$ cat src/rtl/bitband_pkg.sv
// Package: shared types and helpers for the bit-band alias bridge.
// Assumes a 32-bit data path and the size code 0/1/2 = 1/2/4 bytes.
package bitband_pkg;

    localparam int WORD_BITS_LOG2 = 5;   // one alias word (4 bytes) per backing bit

    typedef enum logic [1:0] {
        ST_IDLE = 2'd0,
        ST_RD   = 2'd1,
        ST_WR   = 2'd2,
        ST_RESP = 2'd3
    } bb_state_e;

    localparam logic [1:0] SZ_BAD = 2'd3;

    // Low address bits that must be zero for an access of this size.
    function automatic logic [31:0] size_low_mask(input logic [1:0] sz);
        case (sz)
            2'd0:    size_low_mask = 32'h0;
            2'd1:    size_low_mask = 32'h1;
            default: size_low_mask = 32'h3;
        endcase
    endfunction

    // Mask on the bit index: number of data bits of the access, minus one.
    function automatic logic [4:0] size_bit_mask(input logic [1:0] sz);
        case (sz)
            2'd0:    size_bit_mask = 5'd7;
            2'd1:    size_bit_mask = 5'd15;
            default: size_bit_mask = 5'd31;
        endcase
    endfunction

    // Data lanes that carry valid bytes for this size (right-justified).
    function automatic logic [31:0] size_lane_mask(input logic [1:0] sz);
        case (sz)
            2'd0:    size_lane_mask = 32'h0000_00FF;
            2'd1:    size_lane_mask = 32'h0000_FFFF;
            default: size_lane_mask = 32'hFFFF_FFFF;
        endcase
    endfunction

endpackage

$ cat src/rtl/bitband_decode.sv
// Module: bitband_decode
// Matches the alias address against every enabled band and forms the
// unaligned backing byte address of the band that matches.
// Assumes the alias windows do not overlap and are aligned to 2**WIN_BITS.
module bitband_decode #(
    parameter int NUM_BANDS = 2,
    parameter int ADDR_W    = 32,
    parameter int WIN_BITS  = 25,
    parameter logic [NUM_BANDS*ADDR_W-1:0] ALIAS_BASES = {32'h4200_0000, 32'h2200_0000},
    parameter logic [NUM_BANDS*ADDR_W-1:0] BACK_BASES  = {32'h4000_0000, 32'h2000_0000}
) (
    input  logic [NUM_BANDS-1:0] band_en,
    input  logic [ADDR_W-1:0]    addr,
    output logic                 hit,
    output logic [ADDR_W-1:0]    back_addr
);
    import bitband_pkg::*;

    localparam int TAG_W = ADDR_W - WIN_BITS;

    logic [NUM_BANDS-1:0] match;
    logic [ADDR_W-1:0]    cand [NUM_BANDS];

    for (genvar g = 0; g < NUM_BANDS; g++) begin : g_band
        // Per-band window match and candidate backing address.
        assign match[g] = band_en[g] &&
            (addr[ADDR_W-1:WIN_BITS] == ALIAS_BASES[g*ADDR_W+WIN_BITS +: TAG_W]);
        assign cand[g]  = BACK_BASES[g*ADDR_W +: ADDR_W] |
            ADDR_W'(addr[WIN_BITS-1:0] >> WORD_BITS_LOG2);
    end

    // Merge the matching band's address; at most one band matches.
    always_comb begin
        back_addr = '0;
        for (int i = 0; i < NUM_BANDS; i++) begin
            if (match[i]) back_addr = back_addr | cand[i];
        end
        hit = |match;
    end

endmodule

$ cat src/rtl/bitband_bitops.sv
// Module: bitband_bitops
// Pulls the selected bit out of fetched backing data and builds the
// write-back word with that bit replaced. Data is right-justified and
// little-endian: byte index 0 is the lowest-addressed byte.
// Assumes the size code is 0, 1 or 2.
module bitband_bitops #(
    parameter int DATA_W = 32,
    localparam int BIT_W = $clog2(DATA_W)
) (
    input  logic [DATA_W-1:0] rdata,
    input  logic [BIT_W-1:0]  bitpos,
    input  logic [1:0]        size,
    input  logic              wbit,
    output logic              rbit,
    output logic [DATA_W-1:0] new_word
);
    import bitband_pkg::*;

    logic [DATA_W-1:0] kept;
    logic [7:0]        sel_byte;

    // Keep only the lanes of this size; split the index into byte and bit.
    always_comb begin
        kept     = rdata & size_lane_mask(size);
        sel_byte = kept[{bitpos[BIT_W-1:3], 3'b000} +: 8];
        rbit     = sel_byte[bitpos[2:0]];
    end

    // Replace the selected bit, leaving every other kept bit unchanged.
    always_comb begin
        new_word         = kept;
        new_word[bitpos] = wbit;
    end

endmodule

$ cat src/rtl/bitband_seq.sv
// Module: bitband_seq
// Controls one alias access: it captures the request, issues the backing
// read, and for writes issues the locked write-back, then answers with a
// one-cycle ready pulse. Assumes the requester holds s_valid and its fields
// until s_ready, and that the backing side answers each request with a
// single m_ack.
module bitband_seq #(
    parameter int ADDR_W = 32,
    parameter int DATA_W = 32,
    localparam int BIT_W = $clog2(DATA_W)
) (
    input  logic              clk,
    input  logic              rst_n,
    input  logic              s_valid,
    input  logic              s_hit,
    input  logic              s_write,
    input  logic [1:0]        s_size,
    input  logic [2:0]        s_prot,
    input  logic              s_wbit,
    input  logic [ADDR_W-1:0] in_addr,
    input  logic [BIT_W-1:0]  in_bitpos,
    output logic              s_ready,
    output logic [DATA_W-1:0] s_rdata,
    output logic              s_err,
    output logic              m_req,
    output logic              m_write,
    output logic              m_lock,
    output logic [ADDR_W-1:0] m_addr,
    output logic [1:0]        m_size,
    output logic [2:0]        m_prot,
    output logic [DATA_W-1:0] m_wdata,
    input  logic              m_ack,
    input  logic              m_err,
    output logic [BIT_W-1:0]  cur_bitpos,
    output logic              cur_wbit,
    input  logic              rbit,
    input  logic [DATA_W-1:0] new_word
);
    import bitband_pkg::*;

    bb_state_e         state;
    logic              cur_write;
    logic [ADDR_W-1:0] cur_addr;
    logic [1:0]        cur_size;
    logic [2:0]        cur_prot;
    logic [DATA_W-1:0] wb_data;
    logic [DATA_W-1:0] rsp_data;
    logic              rsp_err;

    // Access sequencing: capture, read, optional write-back, respond.
    always_ff @(posedge clk) begin
        if (!rst_n) begin
            state      <= ST_IDLE;
            cur_write  <= 1'b0;
            cur_addr   <= '0;
            cur_size   <= '0;
            cur_prot   <= '0;
            cur_bitpos <= '0;
            cur_wbit   <= 1'b0;
            wb_data    <= '0;
            rsp_data   <= '0;
            rsp_err    <= 1'b0;
        end else begin
            case (state)
                ST_IDLE: begin
                    if (s_valid && s_hit) begin
                        cur_write  <= s_write;
                        cur_addr   <= in_addr;
                        cur_size   <= s_size;
                        cur_prot   <= s_prot;
                        cur_bitpos <= in_bitpos;
                        cur_wbit   <= s_wbit;
                        rsp_data   <= '0;
                        if (s_size == SZ_BAD) begin
                            rsp_err <= 1'b1;
                            state   <= ST_RESP;
                        end else begin
                            rsp_err <= 1'b0;
                            state   <= ST_RD;
                        end
                    end
                end
                ST_RD: begin
                    if (m_ack) begin
                        if (m_err) begin
                            rsp_err <= 1'b1;
                            state   <= ST_RESP;
                        end else if (cur_write) begin
                            wb_data <= new_word;
                            state   <= ST_WR;
                        end else begin
                            rsp_data <= DATA_W'(rbit);
                            state    <= ST_RESP;
                        end
                    end
                end
                ST_WR: begin
                    if (m_ack) begin
                        rsp_err <= m_err;
                        state   <= ST_RESP;
                    end
                end
                default: state <= ST_IDLE;
            endcase
        end
    end

    // Port drive from the state and the captured access fields.
    always_comb begin
        m_req   = (state == ST_RD) || (state == ST_WR);
        m_write = (state == ST_WR);
        m_lock  = ((state == ST_RD) && cur_write) || (state == ST_WR);
        m_addr  = cur_addr;
        m_size  = cur_size;
        m_prot  = cur_prot;
        m_wdata = wb_data;
        s_ready = (state == ST_RESP);
        s_rdata = rsp_data;
        s_err   = rsp_err;
    end

    // A clean locked read must be followed at once by the locked write-back.
    p_rmw_locked_r5: assert property (@(posedge clk) disable iff (!rst_n)
        (m_ack && m_req && !m_write && m_lock && !m_err) |=> (m_req && m_write && m_lock));

    // A failed backing read ends the access with no further request.
    p_no_wb_after_err_r6: assert property (@(posedge clk) disable iff (!rst_n)
        (m_ack && m_req && !m_write && m_err) |=> (!m_req && s_ready && s_err));

    // A pending backing request keeps its address and direction.
    p_req_hold_r2: assert property (@(posedge clk) disable iff (!rst_n)
        (m_req && !m_ack) |=> (m_req && $stable(m_addr) && $stable(m_write)));

    // A refused size answers at once with an error and no backing request.
    p_bad_size_r8: assert property (@(posedge clk) disable iff (!rst_n)
        (!m_req && !s_ready && s_valid && s_hit && s_size == SZ_BAD) |=> (s_ready && s_err && !m_req));

    // The ready pulse lasts a single cycle.
    p_ready_pulse_r10: assert property (@(posedge clk) disable iff (!rst_n)
        s_ready |=> !s_ready);

endmodule

$ cat src/rtl/bitband_bridge.sv
// Module: bitband_bridge (top)
// Bit-band alias bridge: decodes the alias window, forms the aligned
// backing address and bit index, and runs the read or the locked
// read-modify-write on the backing port. Assumes one outstanding access
// and a backing side that keeps the lock honoured.
module bitband_bridge #(
    parameter int NUM_BANDS = 2,
    parameter int ADDR_W    = 32,
    parameter int DATA_W    = 32,
    parameter int WIN_BITS  = 25,
    parameter logic [NUM_BANDS*ADDR_W-1:0] ALIAS_BASES = {32'h4200_0000, 32'h2200_0000},
    parameter logic [NUM_BANDS*ADDR_W-1:0] BACK_BASES  = {32'h4000_0000, 32'h2000_0000}
) (
    input  logic                 clk,
    input  logic                 rst_n,
    input  logic [NUM_BANDS-1:0] band_en,
    input  logic                 s_valid,
    input  logic                 s_write,
    input  logic [ADDR_W-1:0]    s_addr,
    input  logic [1:0]           s_size,
    input  logic [DATA_W-1:0]    s_wdata,
    input  logic [2:0]           s_prot,
    output logic                 s_hit,
    output logic                 s_ready,
    output logic [DATA_W-1:0]    s_rdata,
    output logic                 s_err,
    output logic                 m_req,
    output logic                 m_write,
    output logic                 m_lock,
    output logic [ADDR_W-1:0]    m_addr,
    output logic [1:0]           m_size,
    output logic [2:0]           m_prot,
    output logic [DATA_W-1:0]    m_wdata,
    input  logic                 m_ack,
    input  logic [DATA_W-1:0]    m_rdata,
    input  logic                 m_err
);
    import bitband_pkg::*;

    localparam int BIT_W = $clog2(DATA_W);

    logic [ADDR_W-1:0] raw_addr;
    logic [ADDR_W-1:0] aligned_addr;
    logic [BIT_W-1:0]  bitpos;
    logic [BIT_W-1:0]  cur_bitpos;
    logic              cur_wbit;
    logic              rbit;
    logic [DATA_W-1:0] new_word;
    logic              unused_bits;

    assign unused_bits = ^{s_wdata[DATA_W-1:1], s_addr[1:0]};

    bitband_decode #(
        .NUM_BANDS  (NUM_BANDS),
        .ADDR_W     (ADDR_W),
        .WIN_BITS   (WIN_BITS),
        .ALIAS_BASES(ALIAS_BASES),
        .BACK_BASES (BACK_BASES)
    ) u_decode (
        .band_en  (band_en),
        .addr     (s_addr),
        .hit      (s_hit),
        .back_addr(raw_addr)
    );

    // Size alignment of the backing address and the in-access bit index.
    always_comb begin
        aligned_addr = raw_addr & ~ADDR_W'(size_low_mask(s_size));
        bitpos       = s_addr[BIT_W+1:2] & BIT_W'(size_bit_mask(s_size));
    end

    bitband_bitops #(.DATA_W(DATA_W)) u_bitops (
        .rdata   (m_rdata),
        .bitpos  (cur_bitpos),
        .size    (m_size),
        .wbit    (cur_wbit),
        .rbit    (rbit),
        .new_word(new_word)
    );

    bitband_seq #(.ADDR_W(ADDR_W), .DATA_W(DATA_W)) u_seq (
        .clk       (clk),
        .rst_n     (rst_n),
        .s_valid   (s_valid),
        .s_hit     (s_hit),
        .s_write   (s_write),
        .s_size    (s_size),
        .s_prot    (s_prot),
        .s_wbit    (s_wdata[0]),
        .in_addr   (aligned_addr),
        .in_bitpos (bitpos),
        .s_ready   (s_ready),
        .s_rdata   (s_rdata),
        .s_err     (s_err),
        .m_req     (m_req),
        .m_write   (m_write),
        .m_lock    (m_lock),
        .m_addr    (m_addr),
        .m_size    (m_size),
        .m_prot    (m_prot),
        .m_wdata   (m_wdata),
        .m_ack     (m_ack),
        .m_err     (m_err),
        .cur_bitpos(cur_bitpos),
        .cur_wbit  (cur_wbit),
        .rbit      (rbit),
        .new_word  (new_word)
    );

    // Every backing request is aligned to its own size.
    p_align_r2: assert property (@(posedge clk) disable iff (!rst_n)
        m_req |-> ((m_addr & ADDR_W'(size_low_mask(m_size))) == '0));

    // A read answer carries nothing above bit 0.
    p_rdata_bit0_r3: assert property (@(posedge clk) disable iff (!rst_n)
        s_ready |-> (s_rdata[DATA_W-1:1] == '0));

    // A request that decodes nowhere never starts a backing access.
    p_miss_quiet_r1: assert property (@(posedge clk) disable iff (!rst_n)
        (!m_req && !s_ready && !s_hit) |=> !m_req);

endmodule

$ cat config.mk
export PLATFORM = sky130hd
export DESIGN_NAME = bitband_bridge
export DESIGN_NICKNAME = d
export VERILOG_FILES = /design/src/rtl/bitband_pkg.sv /design/src/rtl/bitband_decode.sv /design/src/rtl/bitband_bitops.sv /design/src/rtl/bitband_seq.sv /design/src/rtl/bitband_bridge.sv
export SDC_FILE = /design/constraint.sdc
export NUM_CORES = 1
export LEC_CHECK = 0
export ABC_AREA = 0
export BUFFER_PORTS_ARGS = -buffer_cell sky130_fd_sc_hd__buf_2
export CAP_MARGIN = 5
export CORE_ASPECT_RATIO = 2
export CORE_UTILIZATION = 45
export CTS_BUF_LIST = sky130_fd_sc_hd__clkbuf_16
export CTS_CLUSTER_SIZE = 20
export DETAILED_ROUTE_END_ITERATION = 16
export GPL_TIMING_DRIVEN = 0
export PLACE_DENSITY = 0.92
export SETUP_SLACK_MARGIN = 0.3
export SYNTH_ARGS = -nofsm -noshare
export SYNTH_HDL_FRONTEND = slang
export SYNTH_SLANG_ARGS = --single-unit
$ cat constraint.sdc
create_clock -name clk -period 1.98 [get_ports clk]
set_input_delay 0.297 -clock clk [delete_from_list [all_inputs] [get_ports clk]]
set_output_delay 0.297 -clock clk [all_outputs]
set_load 0.01 [all_outputs]
==> impl_metrics.py, run 1 <==
metrics = {
    "run_status": {
        "outcome": "finished, final reports clean",
    },
    "clocking": {
        "clockBufferDepth": 2,
        "postCtsHoldBufs": 0,
        "cts_tree": "done",
        "cts.sinks": 70,
        "cts_root_buf": "clkbuf_16",
        "numCtsBuffers": 9,
        "insertion_delay_ns": 0.34,
        "cts.clk_slew.worst_paths_ns": 0.06,
        "htree_levels": 3,
    },
    "place": {
        "hpwl_mm": 10.0,
        "dpl_cell_area_um2": 4950,
        "numPortBuffers": 141,
        "place_congestion": 0.999,
    },
    "routing": {
        "first_pass_iters": 5,
        "drt_iter0_drc": 403,
        "vias_per_cell": 5.44,
        "drt-total-wl_mm": 13.4,
        "vias": 4500,
        "avgRoutedWirePerCell_um": 16.2,
        "ant_nets": 0,
        "drc": 0,
    },
    "synthesis": {
        "synth_seq_area_share_pct": 35.4,
        "syn_inst": 520,
        "postSynthAreaPerCell_um2": 7.61,
        "synthesis.area_um2": 3960,
        "synthDistinctLibCells": 47,
        "synth-main-ff-cell": "dfxtp_1",
        "ys_warn_count": 0,
        "ys_ff_latch": 70,
        "synth_edf_count": 0,
        "async_reset_ff_share_pct": 0,
    },
    "timing": {
        "max_slew_margin_pct": 57.5,
        "tightest_slew_ns": 0.638,
        "fin_crit_ns": 1.69,
        "finalSetupViolations": 0,
        "hold_violations": 0,
        "rsz0062_at_grt": "yes",
        "fmax_ghz": 0.590,
        "slew_viol_final": 0,
        "timing.final.crit_share_pct": 85.6,
        "skew_ns": 0.00708,
    },
    "min_path": {
        "hp-class": "input pin to flip-flop",
    },
    "global_route": {
        "antenna_found_initial": 0,
        "gr-total-overflow": 0,
        "grt_pass1_wl_mm": 19.4,
        "grtUsageTotal_pct": 28.7,
        "grt_start_max_net_pins": 13,
        "grt_pass1_vias": 4024,
    },
    "setup_path": {
        "critPathMaxFanout": 10,
        "worstPathArrival_ns": 1.98,
        "critPathLaunchType": "flip-flop",
        "end_kind": "flip-flop",
        "crit_type": "flip-flop to flip-flop",
        "crit_required_ns": 2.27,
    },
    "die": {
        "core_um2": 8590,
        "row_count": 48,
        "initial_utilization_pct": 46.1,
        "die_h_um": 135,
        "die_area_um2": 9200,
        "io_pins": 216,
        "die_w_um": 68.3,
    },
    "flow_run": {
        "drv_cap": 0,
    },
    "final_layout": {
        "area_growth_syn_to_layout_pct": 41.5,
        "antennaDiodeCount": 0,
        "drive_gt1_share_pct": 38.1,
        "fin_area_um2": 5600,
        "nets": 835,
        "fin_util_pct": 65.2,
        "fill_cells": 719,
    },
    "pwr": {
        "irDropWorstVdd_mv": 0.587,
        "power_density_nw_per_um2": 647,
        "p_leak_nw": 2.56,
    },
}
worst max-delay path, cell delays in order (launching register included):
cell and delay [ns]:
dfxtp_1 0.30, buf_6 0.14, buf_4 0.13, mux4_2 0.37, a21oi_1 0.08, or4b_4 0.54, nand3_2 0.07
synth_stat cells (5+ instances only):
master | count | area (um^2)
a21oi_1 | 67 | 335
nand2_1 | 95 | 357
a31oi_1 | 26 | 163
buf_1 | 5 | 18.8
buf_2 | 14 | 70.1
dfxtp_1 | 70 | 1400
nor2_1 | 51 | 191
mux2i_1 | 11 | 110
clkbuf_1 | 22 | 82.6
nand3_1 | 12 | 60.1
buf_4 | 46 | 345
inv_1 | 8 | 30.0
a211oi_1 | 31 | 233
nand4_1 | 5 | 31.3
cells in the final DEF, fill, tap and decap left out, types with 3 or more instances in the layout:
cell type	netlist	routed
nor2b_1	3	3
buf_6	0	5
nand2_1	95	95
buf_8	0	4
a311oi_1	3	3
a21oi_1	67	66
clkbuf_16	0	10
nand4b_1	3	3
and3b_1	3	3
conb_1	1	41
nand3_1	12	11
o21ai_0	4	4
a211oi_2	0	6
dfxtp_1	70	67
inv_1	8	7
nor2_1	51	46
buf_2	14	145
clkbuf_4	0	4
clkbuf_1	22	11
a211oi_1	31	25
nor2_4	0	3
mux2i_1	11	11
and2_1	4	3
buf_4	46	60
nand4_1	5	5
a31oi_1	26	26
mux4_2	3	3
clkbuf_2	0	6
layout make-up:
class                   instances  area (um^2)  area share [%]
repair buffers                151          802            14.3
multi-input cells             395         2310            41.2
inverters                       8         32.5           0.581
clock buffers                   9          225            4.02
clock inverters                 7         66.3            1.18
well taps                     100          125            2.23
plain buffers                  87          634            11.3
flip-flops and latches         70         1410            25.1
final timing paths:
kind / from / end / slack, ns / cells after the start
setup / recovery: u_seq.cur_bitpos[0] / u_seq.s_rdata[0] / 0.29 / 6
setup reg to reg: u_seq.cur_bitpos[0] / u_seq.s_rdata[0] / 0.29 / 6
hold / removal: s_addr[8] / u_seq.m_addr[3] / 0.19 / 3
hold reg to reg: u_seq.m_addr[3] / u_seq.m_addr[3] / 0.45 / 2
state kept, by name, indices dropped and copies added, names as in the netlist:
name,count
u_seq.cur_write,1
u_seq.state,2
u_seq.m_prot,3
u_seq.m_wdata,32
u_seq.m_size,2
u_seq.cur_bitpos,5
u_seq.m_addr,22
u_seq.cur_wbit,1
u_seq.s_err,1
u_seq.s_rdata,1
what timing repair did:
action,in CTS,in global routing
resized for setup,36,59
pin swaps,2,2
setup buffers,2,6
endpoints found under the setup margin,67,68
cloned,0,2
layer usage:
layer / GRT usage [%] / wire (um) / up-vias
met5: 0 / 0 / -
met1: 28.2 / 4440 / 2054
met4: 20.6 / 842 / 0
met2: 50.1 / 7190 / 246
met3: 6.17 / 894 / 60
li1: - / - / 2140
kinds of logic after synthesis:
family,Yosys count,share of synthesized area (%)
buffers and inverters,95,13.8
DFF,70,35.4
adders and majority gates,4,1.26
AOI/OAI and AO/OA,145,23.0
muxes,14,4.49
other,1,0.0947
and+or+nand+nor,191,22.0
through the flow:
stage | hold slack (ns) | cells | setup WS (ns) | power (mW) | setup TNS (ns)
detailed placement | 0.443 | 801 | -0.0119 | 1.98 | -0.0185
floorplan | 0.433 | 560 | 0.302 | 1.80 | 0
finish | 0.189 | 827 | 0.285 | 3.63 | 0
global route | 0.198 | 827 | 0.255 | 3.76 | 0
global placement | 0.437 | 801 | 0.0223 | 1.97 | 0
CTS | 0.182 | 819 | 0.273 | 3.58 | 0
power by group:
part,internal [mW],switching [mW]
clock network,0.965,0.623
registers,1.43,0.0212
logic,0.278,0.309
total,2.67,0.953
No activity file was read; power rests on OpenSTA's default activity.
==> run 2: changes to the inputs <==
--- a/config.mk
+++ b/config.mk
@@ -6,7 +6,7 @@
 export NUM_CORES = 1
 export LEC_CHECK = 0
 export ABC_AREA = 0
-export BUFFER_PORTS_ARGS = -buffer_cell sky130_fd_sc_hd__buf_2
+export BUFFER_PORTS_ARGS = -buffer_cell sky130_fd_sc_hd__clkbuf_2
 export CAP_MARGIN = 5
 export CORE_ASPECT_RATIO = 2
 export CORE_UTILIZATION = 45
==> impl_metrics.py, run 2 (synthesized netlist as in run 1, its figures left out) <==
metrics = {
    "flow_run": {
        "drv_cap": 0,
    },
    "timing": {
        "fmax_ghz": 0.598,
        "tightest_slew_ns": 0.608,
        "slew_viol_final": 0,
        "fin_crit_ns": 1.67,
        "hold_violations": 0,
        "finalSetupViolations": 0,
        "skew_ns": 0.00540,
        "rsz0062_at_grt": "yes",
        "max_slew_margin_pct": 59.4,
        "timing.final.crit_share_pct": 84.4,
        "finalSetupTns_ns": 0,
    },
    "setup_path": {
        "end_kind": "flip-flop",
        "critPathLaunchType": "flip-flop",
        "crit_type": "flip-flop to flip-flop",
        "crit_required_ns": 2.17,
        "worstPathArrival_ns": 1.86,
        "critPathMaxFanout": 6,
    },
    "global_route": {
        "antenna_found_initial": 0,
        "grt_start_max_net_pins": 12,
        "grt_pass1_wl_mm": 19.4,
        "grt_pass1_vias": 3998,
        "gr-total-overflow": 0,
        "grtUsageTotal_pct": 28.7,
    },
    "final_layout": {
        "fin_util_pct": 66.1,
        "final_cell_mix": "clkbuf_2, nand2_1, dfxtp_1",
        "drive_gt1_share_pct": 38.2,
        "antennaDiodeCount": 0,
        "area_growth_syn_to_layout_pct": 43.5,
        "nets": 836,
        "layout_commonest_cell": "clkbuf_2",
        "largest_reg_flops": 32,
    },
    "clocking": {
        "clockBufferDepth": 2,
        "cts.clk_slew.worst_paths_ns": 0.06,
        "cts_tree": "done",
        "htree_levels": 3,
        "cts_root_buf": "clkbuf_16",
        "cts.sinks": 70,
        "insertion_delay_ns": 0.34,
        "numCtsBuffers": 9,
    },
    "pwr": {
        "p_leak_nw": 2.54,
        "irDropWorstVdd_mv": 0.509,
        "power_density_nw_per_um2": 658,
        "p_total_mw": 3.74,
    },
    "routing": {
        "vias_per_cell": 5.43,
        "first_pass_iters": 5,
        "avgRoutedWirePerCell_um": 16.2,
        "vias": 4497,
        "drc": 0,
        "drt-total-wl_mm": 13.4,
        "drt_iter0_drc": 358,
        "ant_nets": 0,
    },
    "die": {
        "row_count": 48,
        "die_h_um": 135,
        "die_w_um": 68.3,
        "die_area_um2": 9200,
        "core_um2": 8590,
        "initial_utilization_pct": 46.1,
        "io_pins": 216,
    },
    "place": {
        "place_congestion": 0.992,
        "hpwl_mm": 9.95,
        "numPortBuffers": 141,
    },
    "min_path": {
        "hp-class": "input pin to flip-flop",
    },
    "run_status": {
        "outcome": "finished, final reports clean",
    },
}
## run 2: cell types whose count changed in the layout (fill, tap and decap cells not counted), moves of 2 or more
cell and delta:
a211oi_1 -4, clkbuf_2 +140, clkinvlp_4 -2, buf_2 -141, a211oi_2 +4, clkbuf_4 +2, buf_6 +7, buf_4 -8
## run 2: layer usage
layer,routed length (um),global-route usage (%)
met5,0,0
met4,1070,21.9
met3,805,5.74
met2,7090,50.2
met1,4480,27.9
## run 2: per-stage QoR
stage / setup WS [ns] / hold WS (ns) / std cells / instance area (um^2)
after floorplan: 0.302 / 0.433 / 560 / 4120
after global placement: 0.0242 / 0.440 / 801 / 4950
after detailed placement: -0.0339 / 0.446 / 801 / 4950
after CTS: 0.309 / 0.173 / 819 / 5380
after global routing: 0.190 / 0.175 / 828 / 5680
final: 0.309 / 0.177 / 828 / 5680
## run 2: repair_timing
| action | CTS | global route |
|---|---|---|
| buffers inserted | 2 | 4 |
| hold buffers | 0 | 0 |
| resized for setup | 40 | 65 |
| pin swaps | 1 | 6 |
| cloned | 0 | 5 |
| setup endpoints to repair | 67 | 71 |
## run 2: worst max-delay path: stages (launching register included)
cell       delay (ns)
dfxtp_4          0.36
inv_4            0.06
ha_4             0.15
inv_2            0.06
nor4b_4          0.33
buf_6            0.20
buf_4            0.15
clkbuf_16        0.14
a211oi_1         0.06
## run 2: path summary, 6_finish.rpt
kind	start	endpoint	slack [ns]	cells after the start
worst max register to register	u_seq.state[1]	u_seq.m_wdata[19]	0.31	8
worst min-delay path	s_addr[21]	u_seq.m_addr[16]	0.18	3
worst min register to register	u_seq.m_addr[18]	u_seq.m_addr[18]	0.45	2
worst max-delay path	u_seq.state[1]	u_seq.m_wdata[19]	0.31	8
## run 2: power by group
part | total, mW | leakage (nW) | internal (mW) | switching (mW)
clock | 1.69 | 0.159 | 1.08 | 0.604
combinational | 0.594 | 1.82 | 0.281 | 0.313
sequential | 1.45 | 0.566 | 1.43 | 0.0226
## run 2: cell type report
class | instances | area, um^2
Clock inverter | 7 | 81.3
Timing Repair Buffer | 152 | 831
Fill cell | 746 | 2910
Clock buffer | 9 | 225
Multi-Input combinational cell | 395 | 2320
Buffer | 87 | 649
Inverter | 8 | 32.5
Tap cell | 100 | 125
Sequential cell | 70 | 1410
